[config.mk]
export PLATFORM = sky130hd
export DESIGN_NAME = qubo_energy_eval
export DESIGN_NICKNAME = d
export VERILOG_FILES = /design/src/rtl/qubo_eval_pkg.sv /design/src/rtl/qubo_coef_bank.sv /design/src/rtl/qubo_row_adder.sv /design/src/rtl/qubo_eval_seq.sv /design/src/rtl/qubo_energy_eval.sv
export SDC_FILE = /design/constraint.sdc
export NUM_CORES = 1
export LEC_CHECK = 0
export ABC_AREA = 1
export BUFFER_PORTS_ARGS = -buffer_cell sky130_fd_sc_hd__buf_2
export CAP_MARGIN = 20
export CORE_UTILIZATION = 60
export CTS_BUF_LIST = sky130_fd_sc_hd__clkbuf_8
export DETAILED_ROUTE_END_ITERATION = 10
export GPL_TIMING_DRIVEN = 0
export PLACE_DENSITY = 0.77
export SLEW_MARGIN = 0
export SYNTH_ARGS = -nofsm -noshare
export SYNTH_HDL_FRONTEND = slang
export SYNTH_SLANG_ARGS = --single-unit
[constraint.sdc]
create_clock -name clk -period 13.7 [get_ports clk]
set_input_delay 3.425 -clock clk [delete_from_list [all_inputs] [get_ports clk]]
set_output_delay 3.425 -clock clk [all_outputs]
set_load 0.1 [all_outputs]
[src/rtl/qubo_eval_pkg.sv]
// Package: shared sizing helpers for the QUBO energy evaluator.
// Assumes dimension n >= 2 and coefficient width >= 2.
package qubo_eval_pkg;

    // Number of upper-triangle cells, diagonal included.
    function automatic int tri_cells(input int n);
        return (n * (n + 1)) / 2;
    endfunction

    // Accumulator width: coefficient width plus growth for every cell plus one guard bit.
    function automatic int acc_width(input int n, input int coef_w);
        return coef_w + $clog2(tri_cells(n)) + 1;
    endfunction

    // Index width for n rows or columns.
    function automatic int idx_width(input int n);
        return (n > 1) ? $clog2(n) : 1;
    endfunction

endpackage

[src/rtl/qubo_coef_bank.sv]
// Module: qubo_coef_bank
// Holds the upper-triangle coefficient cells and presents one full row for reading.
// A write to (r, c) with r > c is folded onto (c, r). Lower-triangle positions
// of the read row are constant zero. Assumes the caller has already decided
// whether the write is allowed (wr_accept).
module qubo_coef_bank #(
    parameter int N_MAX  = 8,
    parameter int COEF_W = 8,
    parameter int IDX_W  = 3
) (
    input  logic                            clk,
    input  logic                            rst_n,
    input  logic                            wr_accept,
    input  logic [IDX_W-1:0]                wr_row,
    input  logic [IDX_W-1:0]                wr_col,
    input  logic [COEF_W-1:0]               wr_coef,
    input  logic [IDX_W-1:0]                rd_row,
    output logic [N_MAX-1:0][COEF_W-1:0]    rd_data
);

    logic [IDX_W-1:0] lo_idx;
    logic [IDX_W-1:0] hi_idx;
    logic [N_MAX-1:0][N_MAX-1:0][COEF_W-1:0] grid;

    // Fold the index pair onto the upper triangle.
    always_comb begin
        if (wr_row > wr_col) begin
            lo_idx = wr_col;
            hi_idx = wr_row;
        end else begin
            lo_idx = wr_row;
            hi_idx = wr_col;
        end
    end

    for (genvar r = 0; r < N_MAX; r++) begin : g_row
        for (genvar c = 0; c < N_MAX; c++) begin : g_col
            if (c >= r) begin : g_cell
                localparam logic [IDX_W-1:0] ROW_ID = IDX_W'(r);
                localparam logic [IDX_W-1:0] COL_ID = IDX_W'(c);
                logic [COEF_W-1:0] cell_q;

                // Store one coefficient; cleared by reset.
                always_ff @(posedge clk) begin
                    if (!rst_n) begin
                        cell_q <= '0;
                    end else if (wr_accept && (lo_idx == ROW_ID) && (hi_idx == COL_ID)) begin
                        cell_q <= wr_coef;
                    end
                end

                assign grid[r][c] = cell_q;
            end else begin : g_empty
                assign grid[r][c] = '0;
            end
        end
    end

    // Row read mux.
    assign rd_data = grid[rd_row];

endmodule

[src/rtl/qubo_row_adder.sv]
// Module: qubo_row_adder
// Sums the gated coefficients of one row: cell (row, c) counts when c >= row
// and both candidate bits row and c are set (the diagonal needs only bit row).
// Purely combinational; result is sign-extended to the accumulator width.
module qubo_row_adder #(
    parameter int N_MAX  = 8,
    parameter int COEF_W = 8,
    parameter int IDX_W  = 3,
    parameter int ACC_W  = 15
) (
    input  logic [IDX_W-1:0]             row,
    input  logic [N_MAX-1:0]             cand_bits,
    input  logic [N_MAX-1:0][COEF_W-1:0] row_data,
    output logic signed [ACC_W-1:0]      row_sum
);

    logic row_live;

    // The whole row contributes nothing unless its own variable is set.
    assign row_live = cand_bits[row];

    // Bit-gated sum of the row's upper-triangle cells.
    always_comb begin
        logic signed [COEF_W-1:0] term;
        row_sum = '0;
        for (int c = 0; c < N_MAX; c++) begin
            term = row_data[c];
            if (row_live && cand_bits[c] && (c >= int'(row))) begin
                row_sum = row_sum + ACC_W'(term);
            end
        end
    end

endmodule

[src/rtl/qubo_eval_seq.sv]
// Module: qubo_eval_seq
// Sequences one evaluation: captures the candidate on an accepted start, steps
// the row index once per cycle over all N_MAX rows, accumulates the row sums and
// publishes the energy with done on the last row. Starts while busy are ignored.
module qubo_eval_seq #(
    parameter int N_MAX = 8,
    parameter int IDX_W = 3,
    parameter int ACC_W = 15
) (
    input  logic                    clk,
    input  logic                    rst_n,
    input  logic                    start,
    input  logic [N_MAX-1:0]        cand,
    input  logic signed [ACC_W-1:0] row_sum,
    output logic                    busy,
    output logic                    done,
    output logic signed [ACC_W-1:0] energy,
    output logic [IDX_W-1:0]        row,
    output logic [N_MAX-1:0]        cand_bits
);

    localparam logic [IDX_W-1:0] LAST_ROW = IDX_W'(N_MAX - 1);

    logic signed [ACC_W-1:0] acc_q;

    // Control, row stepping and accumulation.
    always_ff @(posedge clk) begin
        if (!rst_n) begin
            busy      <= 1'b0;
            done      <= 1'b0;
            energy    <= '0;
            row       <= '0;
            cand_bits <= '0;
            acc_q     <= '0;
        end else if (start && !busy) begin
            busy      <= 1'b1;
            done      <= 1'b0;
            row       <= '0;
            acc_q     <= '0;
            cand_bits <= cand;
        end else if (busy) begin
            if (row == LAST_ROW) begin
                busy   <= 1'b0;
                done   <= 1'b1;
                energy <= acc_q + row_sum;
            end else begin
                row   <= row + 1'b1;
                acc_q <= acc_q + row_sum;
            end
        end
    end

endmodule

[src/rtl/qubo_energy_eval.sv]
// Module: qubo_energy_eval (top)
// Evaluates a quadratic binary objective for one candidate vector. Coefficients
// are loaded through a single write port; writes while an evaluation runs are
// refused and flagged for one cycle. Assumes N_MAX >= 2.
module qubo_energy_eval #(
    parameter int N_MAX  = 8,
    parameter int COEF_W = 8,
    parameter int IDX_W  = qubo_eval_pkg::idx_width(N_MAX),
    parameter int ACC_W  = qubo_eval_pkg::acc_width(N_MAX, COEF_W)
) (
    input  logic                    clk,
    input  logic                    rst_n,
    input  logic                    wr_en,
    input  logic [IDX_W-1:0]        wr_row,
    input  logic [IDX_W-1:0]        wr_col,
    input  logic [COEF_W-1:0]       wr_coef,
    output logic                    wr_reject,
    input  logic                    start,
    input  logic [N_MAX-1:0]        cand,
    output logic                    busy,
    output logic                    done,
    output logic signed [ACC_W-1:0] energy
);

    logic                            wr_accept;
    logic [IDX_W-1:0]                cur_row;
    logic [N_MAX-1:0]                cand_bits;
    logic [N_MAX-1:0][COEF_W-1:0]    row_data;
    logic signed [ACC_W-1:0]         row_sum;

    // Writes are taken only while no evaluation is running.
    assign wr_accept = wr_en && !busy;

    // Flag a refused write for one cycle.
    always_ff @(posedge clk) begin
        if (!rst_n) begin
            wr_reject <= 1'b0;
        end else begin
            wr_reject <= wr_en && busy;
        end
    end

    qubo_coef_bank #(
        .N_MAX (N_MAX),
        .COEF_W(COEF_W),
        .IDX_W (IDX_W)
    ) u_bank (
        .clk      (clk),
        .rst_n    (rst_n),
        .wr_accept(wr_accept),
        .wr_row   (wr_row),
        .wr_col   (wr_col),
        .wr_coef  (wr_coef),
        .rd_row   (cur_row),
        .rd_data  (row_data)
    );

    qubo_row_adder #(
        .N_MAX (N_MAX),
        .COEF_W(COEF_W),
        .IDX_W (IDX_W),
        .ACC_W (ACC_W)
    ) u_adder (
        .row      (cur_row),
        .cand_bits(cand_bits),
        .row_data (row_data),
        .row_sum  (row_sum)
    );

    qubo_eval_seq #(
        .N_MAX(N_MAX),
        .IDX_W(IDX_W),
        .ACC_W(ACC_W)
    ) u_seq (
        .clk      (clk),
        .rst_n    (rst_n),
        .start    (start),
        .cand     (cand),
        .row_sum  (row_sum),
        .busy     (busy),
        .done     (done),
        .energy   (energy),
        .row      (cur_row),
        .cand_bits(cand_bits)
    );

endmodule

## Yosys cells after proc, flatten, opt, wreduce, memory -nomap -nowiden

Cells that the tools add are included.

| operators by class | value |
|---|---|
| $add $sub $neg | 9 |
| multiplexer cells | 17 |
| divide/modulo/power cells | 0 |
| multiply operators | 0 |
| equality and inequality tests | 15 |
| order comparisons | 9 |
| shift operators | 0 |
| reduce and logical (&&, ||, !) cells | 69 |
| bitwise gates (word level) | 3 |

Operator list:

| kind | count |
|---|---|
| $bmux 64 s3 | 1 |
| $mux 15 | 8 |
| $add 15x8->15 | 7 |
| $mux 64 | 1 |
| $logic_and 1x1->1 | 62 |
| $eq 3x3->1 const B | 9 |
| $add 15x15->15 | 1 |
| $eq 3x2->1 const B | 4 |
| $ge 3x3->1 const A | 3 |
| $eq 3x1->1 const B | 2 |
| $ge 1x3->1 const A | 2 |
| $ge 2x3->1 const A | 2 |
| $logic_not 3->1 | 2 |
| $mux 3 | 2 |
| $lt 3x4->1 const B | 1 |
| $mux 1 | 4 |
| $reduce_and 2->1 | 2 |
| $add 3x1->3 const B | 1 |
| $bmux 1 s3 | 1 |
| $gt 3x3->1 | 1 |
| $not 1->1 | 3 |
| $reduce_and 3->1 | 1 |
| $reduce_or 2->1 | 1 |
| $logic_not 1->1 | 1 |

| word-level totals | value |
|---|---|
| bits in latches | 0 |
| input bits | 26 |
| memory bits (read-only) | 0 |
| RAM bits | 0 |
| output and inout bits | 18 |
| register bits | 332 |
| memories | 0 |
| logic and storage cells | 165 |

## Depth between registers and ports, before layout

| logic depth | value |
|---|---|
| depth after elaboration | 20 |
| mapped depth | 81 |
| mapped depth without buffers | 78 |

## Hierarchy

A second synthesis with hierarchy kept.

| unflattened totals | value |
|---|---|
| cells, all modules | 3577 |
| area total of the unflattened synthesis | 22287.6 µm² |

By module, submodules not included:

| module | area an instance (µm²) | seq. area each (µm²) | times used | cells an instance |
|---|---|---|---|---|
| qubo_coef_bank | 13706.9 | 5765.5 | 1 | 2126 |
| qubo_row_adder | 6025.8 | 0.0 | 1 | 1060 |
| qubo_eval_seq | 2513.7 | 860.8 | 1 | 385 |
| qubo_energy_eval | 41.3 | 20.0 | 1 | 6 |

## Worst setup path after synthesis

No wires, ideal clock.

| timing | value |
|---|---|
| path kind | reg2reg |
| start | reg u_seq.row[0] |
| end | reg u_seq.acc_q[14] |
| stages on the path, launching flop included | 71 |
| arrival time | 10.913 ns |
| library setup time | 0.109 ns |
| buffers on the path | 6 |
| setup slack | 2.678 ns |
| required time | 13.591 ns |
| cell sequence | dfxtp_1 buf_6 inv_4 buf_8 clkbuf_1 clkbuf_1 clkbuf_1 clkbuf_1 ha_1 nor2_1 nor3_2 nand2_4 clkinv_2 nand3_1 inv_2 ha_1 a21oi_1 nand2_1 [... 35 more ...] nand2_1 and2_1 ha_1 a21oi_1 o31ai_1 a21oi_1 o21ai_0 or2_2 nand3_1 nand2_1 ha_1 nand2_1 o311ai_0 nand3_1 nand3_1 nand3_1 nand2_1 inv_1 |

| between the ends | value |
|---|---|
| cells in the longest elaborated chain, start to end | 20 |
| elaborated cells between the ends (all ways) | 45 |
| those cells by class | add/sub: 8; order compare: 7; eq/ne: 1; mux: 12; bitwise: 1; reduce/logical: 16 |

RTL lines:

| item | line | source |
|---|---|---|
| from (decl) | qubo_eval_seq.sv:18 | `output logic [IDX_W-1:0] row,` |
| from (signal assigned) | qubo_eval_seq.sv:47 | `row <= row + 1'b1;` |
| $bmux 1 s3 | qubo_row_adder.sv:20 | `assign row_live = cand_bits[row];` |
| $mux 1 (not written as such) | qubo_row_adder.sv:20 |  |
| $logic_and 1x1->1 (2 in a row) | qubo_row_adder.sv:28 | `if (row_live && cand_bits[c] && (c >= int'(row))) begin` |
| $mux 15 | qubo_row_adder.sv:28 |  |
| $add 15x8->15 | qubo_row_adder.sv:29 | `row_sum = row_sum + ACC_W'(term);` |
| $mux 15 | qubo_row_adder.sv:28 |  |
| $add 15x8->15 | qubo_row_adder.sv:29 |  |
| $mux 15 | qubo_row_adder.sv:28 |  |
| [... 3 more ...] | -- |  |
| $mux 15 | qubo_row_adder.sv:28 |  |
| $add 15x8->15 | qubo_row_adder.sv:29 |  |
| $mux 15 | qubo_row_adder.sv:28 |  |
| $add 15x8->15 | qubo_row_adder.sv:29 |  |
| $mux 15 | qubo_row_adder.sv:28 |  |
| $add 15x8->15 | qubo_row_adder.sv:29 |  |
| $mux 15 | qubo_row_adder.sv:28 |  |
| $add 15x15->15 | qubo_eval_seq.sv:48 | `acc_q <= acc_q + row_sum;` |
| to (signal assigned) | qubo_eval_seq.sv:48 |  |
| to (decl) | qubo_eval_seq.sv:24 | `logic signed [ACC_W-1:0] acc_q;` |

Several ways; a longest one is shown, not always the timed one. The select of a mux whose other input is x is not followed.
A chain may end at the register's enable or synchronous reset.

## Worst setup path in the final report

| timing | value |
|---|---|
| start | reg u_seq.row[0] |
| end | reg u_seq.energy[14] |

| between the ends | value |
|---|---|
| cells in the longest elaborated chain, start to end | 20 |
| elaborated cells between the ends (all ways) | 44 |
| those cells by class | add/sub: 8; order compare: 7; eq/ne: 1; mux: 12; reduce/logical: 16 |

RTL lines:

| item | line | source |
|---|---|---|
| $bmux 1 s3 | qubo_row_adder.sv:20 |  |
| $mux 1 (not written as such) | qubo_row_adder.sv:20 |  |
| $logic_and 1x1->1 (2 in a row) | qubo_row_adder.sv:28 |  |
| $mux 15 | qubo_row_adder.sv:28 |  |
| $add 15x8->15 | qubo_row_adder.sv:29 |  |
| $mux 15 | qubo_row_adder.sv:28 |  |
| $add 15x8->15 | qubo_row_adder.sv:29 |  |
| $mux 15 | qubo_row_adder.sv:28 |  |
| [... 3 more ...] | -- |  |
| $mux 15 | qubo_row_adder.sv:28 |  |
| $add 15x8->15 | qubo_row_adder.sv:29 |  |
| $mux 15 | qubo_row_adder.sv:28 |  |
| $add 15x8->15 | qubo_row_adder.sv:29 |  |
| $mux 15 | qubo_row_adder.sv:28 |  |
| $add 15x8->15 | qubo_row_adder.sv:29 |  |
| $mux 15 | qubo_row_adder.sv:28 |  |
| $add 15x15->15 | qubo_eval_seq.sv:45 | `energy <= acc_q + row_sum;` |
| to (signal assigned) | qubo_eval_seq.sv:45 |  |
| to (decl) | qubo_eval_seq.sv:17 | `output logic signed [ACC_W-1:0] energy,` |

Several ways; a longest one is shown, not always the timed one. The select of a mux whose other input is x is not followed.

==> flow_summary_export.csv <==
group,metric,value,unit
status,status,"finished clean",
timing,fin_setup_tns,0,ns
clock_network,ctsHoldBuffers,0,
timing,hold_viol_final,0,
synthesis,synth_top_area_share,33.5,%
synthesis,netlist_area,19800,um^2
critical_path,r2r_slack,1.10,ns
die,placementRows,66,
synthesis,netlist_top_cells_area,"dfxtp_1, o21ai_0, a21oi_1",
global_routing,grt_use_total,41.0,%
timing,drv_slew,0,
timing,post-route-period-util,92.0,%
finish,num-fill-cells,3030,
clock_network,clk-insertion-delay-late,0.66,ns
timing,finalCriticalPeriod,12.60,ns
finish,drive_above_1_share,9.83,%
critical_path,slowest_stage,"o311ai_0",
synthesis,synth_warnings,0,
die,design.die.area,33800,um^2
drt,wirelength,70300,um
critical_path,setup.worst_path.end_class,"flip-flop",
global_routing,grt_first_pass_wirelength,106000,um
synthesis,synth_cells,2847,
drt,routed_via_density,6.19,
clock_network,htreeDepth,2,
timing,setup_viol,0,
drt,route.detailed.drc,0,
timing,fmax,79.4,MHz
critical_path,worstPathArrival,13.12,ns
finish,nets,3090,
power,power,2.36,mW
clock_network,cts_root_buffer,"clkbuf_8",
clock_network,post-cts-setup-buffers,0,
die,core,32500,um^2
critical_path,rr_worst_depth,71,
synthesis,synthesis.nets,2995,
synthesis,synth-main-ff-cell,"dfxtp_1",
critical_path,cp_max_fo,19,
placement,io_buffers,43,
synthesis,avgSynthCellArea,6.96,um^2
power,p_leak,9.82,nW
drt,dr_total_vias,21200,
critical_path,cpPeakStageDelay,0.52,ns
global_routing,grt_remaining_overflow,0,
critical_path,r2r-start,"u_seq.row[0]",
synthesis,synth-edff-count,0,
critical_path,crit_type,"flip-flop to flip-flop",
drt,post_drt_wl_per_cell,20.5,um
worst_hold_path,hold_path.class,"flip-flop to flip-flop",
clock_network,cts_made_buffers,53,
critical_path,worst_setup_path_start_kind,"flip-flop",
timing,max_slew.worst_pin.slew,1.21,ns
power,peakVddDrop,102,uV
drt,drt_pass1_iterations,6,
synthesis,synth.distinct_cells,66,
placement,dp_hpwl,52400,um
global_routing,antenna_found_initial,1,
drt,first_iter_violations,2574,
drt,postRouteAntennaNets,0,
critical_path,crit_start,"u_seq.row[0]",
synthesis,ys_seq_area_share,33.5,%
synthesis,synthTopCellsByCount,"o21ai_0, a21oi_1, nand2_1, dfxtp_1, nor2_1",
synthesis,yosysMostFrequentCell,"o21ai_0",
run,drv_cap,0,
global_routing,grt_pass1_vias,19200,
die,ios,44,
die,initial_core_util,60.9,%
critical_path,crit_top_cell,"nand2_1",
clock_network,cts_sinks,332,
power,powerDensity,109,nW/um^2
critical_path,reg2reg_to,"u_seq.energy[14]",
global_routing,grt_max_degree,15,
clock_network,clkTransAtPathRegs,0.07,ns
die,fp.dieH,184,um
timing,slew_headroom,19.1,%
synthesis,synth_async_sr_flop_share,0,%
synthesis,synth_seq_cells,332,
clock_network,cts_max_path_buffers,3,
critical_path,crit_path_end,"u_seq.energy[14]",
timing,finClkSkew,0.0362,ns
critical_path,crit_required,14.23,ns
placement,routabilityCongestion,1.02,
finish,num_antenna_cells,0,
die,die_x,184,um
timing,rsz0062_at_grt,"no",
synthesis,yosysTopAreaCell,"dfxtp_1",
clock_network,tritoncts,"built",
finish,syn_to_final_growth,9.29,%
[metal layers]
layer / up-vias / part of all wire (%) / track usage (%)
met5: - / 0.017 / 0
met4: 2 / 6.1 / 23.1
met3: 304 / 10 / 7.57
met2: 1271 / 43 / 64.1
met1: 9716 / 40 / 53.3
li1: 9894 / - / -
[what timing repair did]
| action | CTS | global route |
|---|---|---|
| hold endpoints to repair | 0 | 0 |
| gates resized for setup | 0 | 12 |
| endpoints found under the setup margin | 0 | 6 |
[through the flow]
stage	instances	instance area [um^2]	hold slack [ns]	worst slack [ns]	util, %
floorplan	2847	19800	0.444	2.68	-
global placement	3332	20600	0.454	0.329	63.3
detailed placement	3332	20600	0.467	0.211	63.3
CTS	3427	21700	0.476	0.185	66.6
global route	3424	21700	0.501	0.0923	66.6
finish	3424	21700	0.475	1.10	66.6
[cell usage in the layout (no fill, tap or decap), types with 10 or more instances in the layout]
cell type  instances
nand3_1           92
clkinv_2          12
xnor2_1           20
clkbuf_1          98
o21ai_1           11
buf_2             82
a31oi_1           14
o21ai_2           22
clkinv_1          12
o22ai_1           20
nand2_2           17
or2_2             19
o221ai_1          11
inv_1            219
nor3_1            17
a21oi_1          438
nor2_2            10
clkbuf_8          65
ha_1             114
inv_2             12
xor2_1            39
nand2_1          383
o211ai_1          13
o21ai_0          491
nor2_1           298
dfxtp_1          332
[registers in the layout, summed over array words and instances (netlist names)]
register	flops
u_seq.energy	15
u_seq.cand_bits	8
u_seq.busy	1
wr_reject	1
u_seq.done	1
u_bank.g_row.g_col.g_cell.cell_q	288
u_seq.row	3
u_seq.acc_q	15
[critical path, delay by kind of cell, from the launching register on]
kind	cells	cell delay, ns
AO/OA/AOI/OAI	13	2.53
XOR/XNOR	3	0.50
adder cells (fa/ha/maj)	10	3.32
buffers and inverters	11	1.44
flip-flops	1	0.36
AND/OR/NAND/NOR	34	4.28
[power by group]
group / internal, mW / switching, mW / leakage [nW]
registers: 0.981 / 0.00927 / 2.68
clock network: 0.449 / 0.418 / 0.623
logic: 0.149 / 0.353 / 6.51
total: 1.58 / 0.780 / 9.82
[area by class of cell]
cell class	count	area (um^2)	share of cell area, %
well taps	442	553	2.55
plain buffers	157	711	3.28
inverters	230	873	4.03
multi-input cells	2125	11600	53.5
clock buffers	65	895	4.13
clock inverters	30	169	0.780
flip-flops and latches	332	6650	30.7
repair buffers	43	215	0.993
[worst min path at each step]
stage                                   from                  to  slack (ns)  depth (start not counted)
final                         u_seq.acc_q[0]      u_seq.acc_q[0]        0.47                          2
after global routing          u_seq.acc_q[0]      u_seq.acc_q[0]        0.50                          2
after CTS                     u_seq.acc_q[0]      u_seq.acc_q[0]        0.48                          2
after floorplan           u_seq.cand_bits[3]  u_seq.cand_bits[3]        0.44                          2
after detailed placement  u_seq.cand_bits[3]  u_seq.cand_bits[3]        0.47                          2
after global placement        u_seq.acc_q[0]      u_seq.acc_q[0]        0.45                          2
[cell families (layout without fill, tap and decap cells)]
logic type      Yosys count  count (layout)  share of synthesized area, %
flops                   332             332                          33.5
compound gates         1077            1077                          29.3
simple gates            867             867                          18.6
buf+inv                 390             525                          8.00
xor+xnor                 59              59                          2.61
fa+ha+maj               122             122                          8.00
No activity file was read; power rests on OpenSTA's default activity.
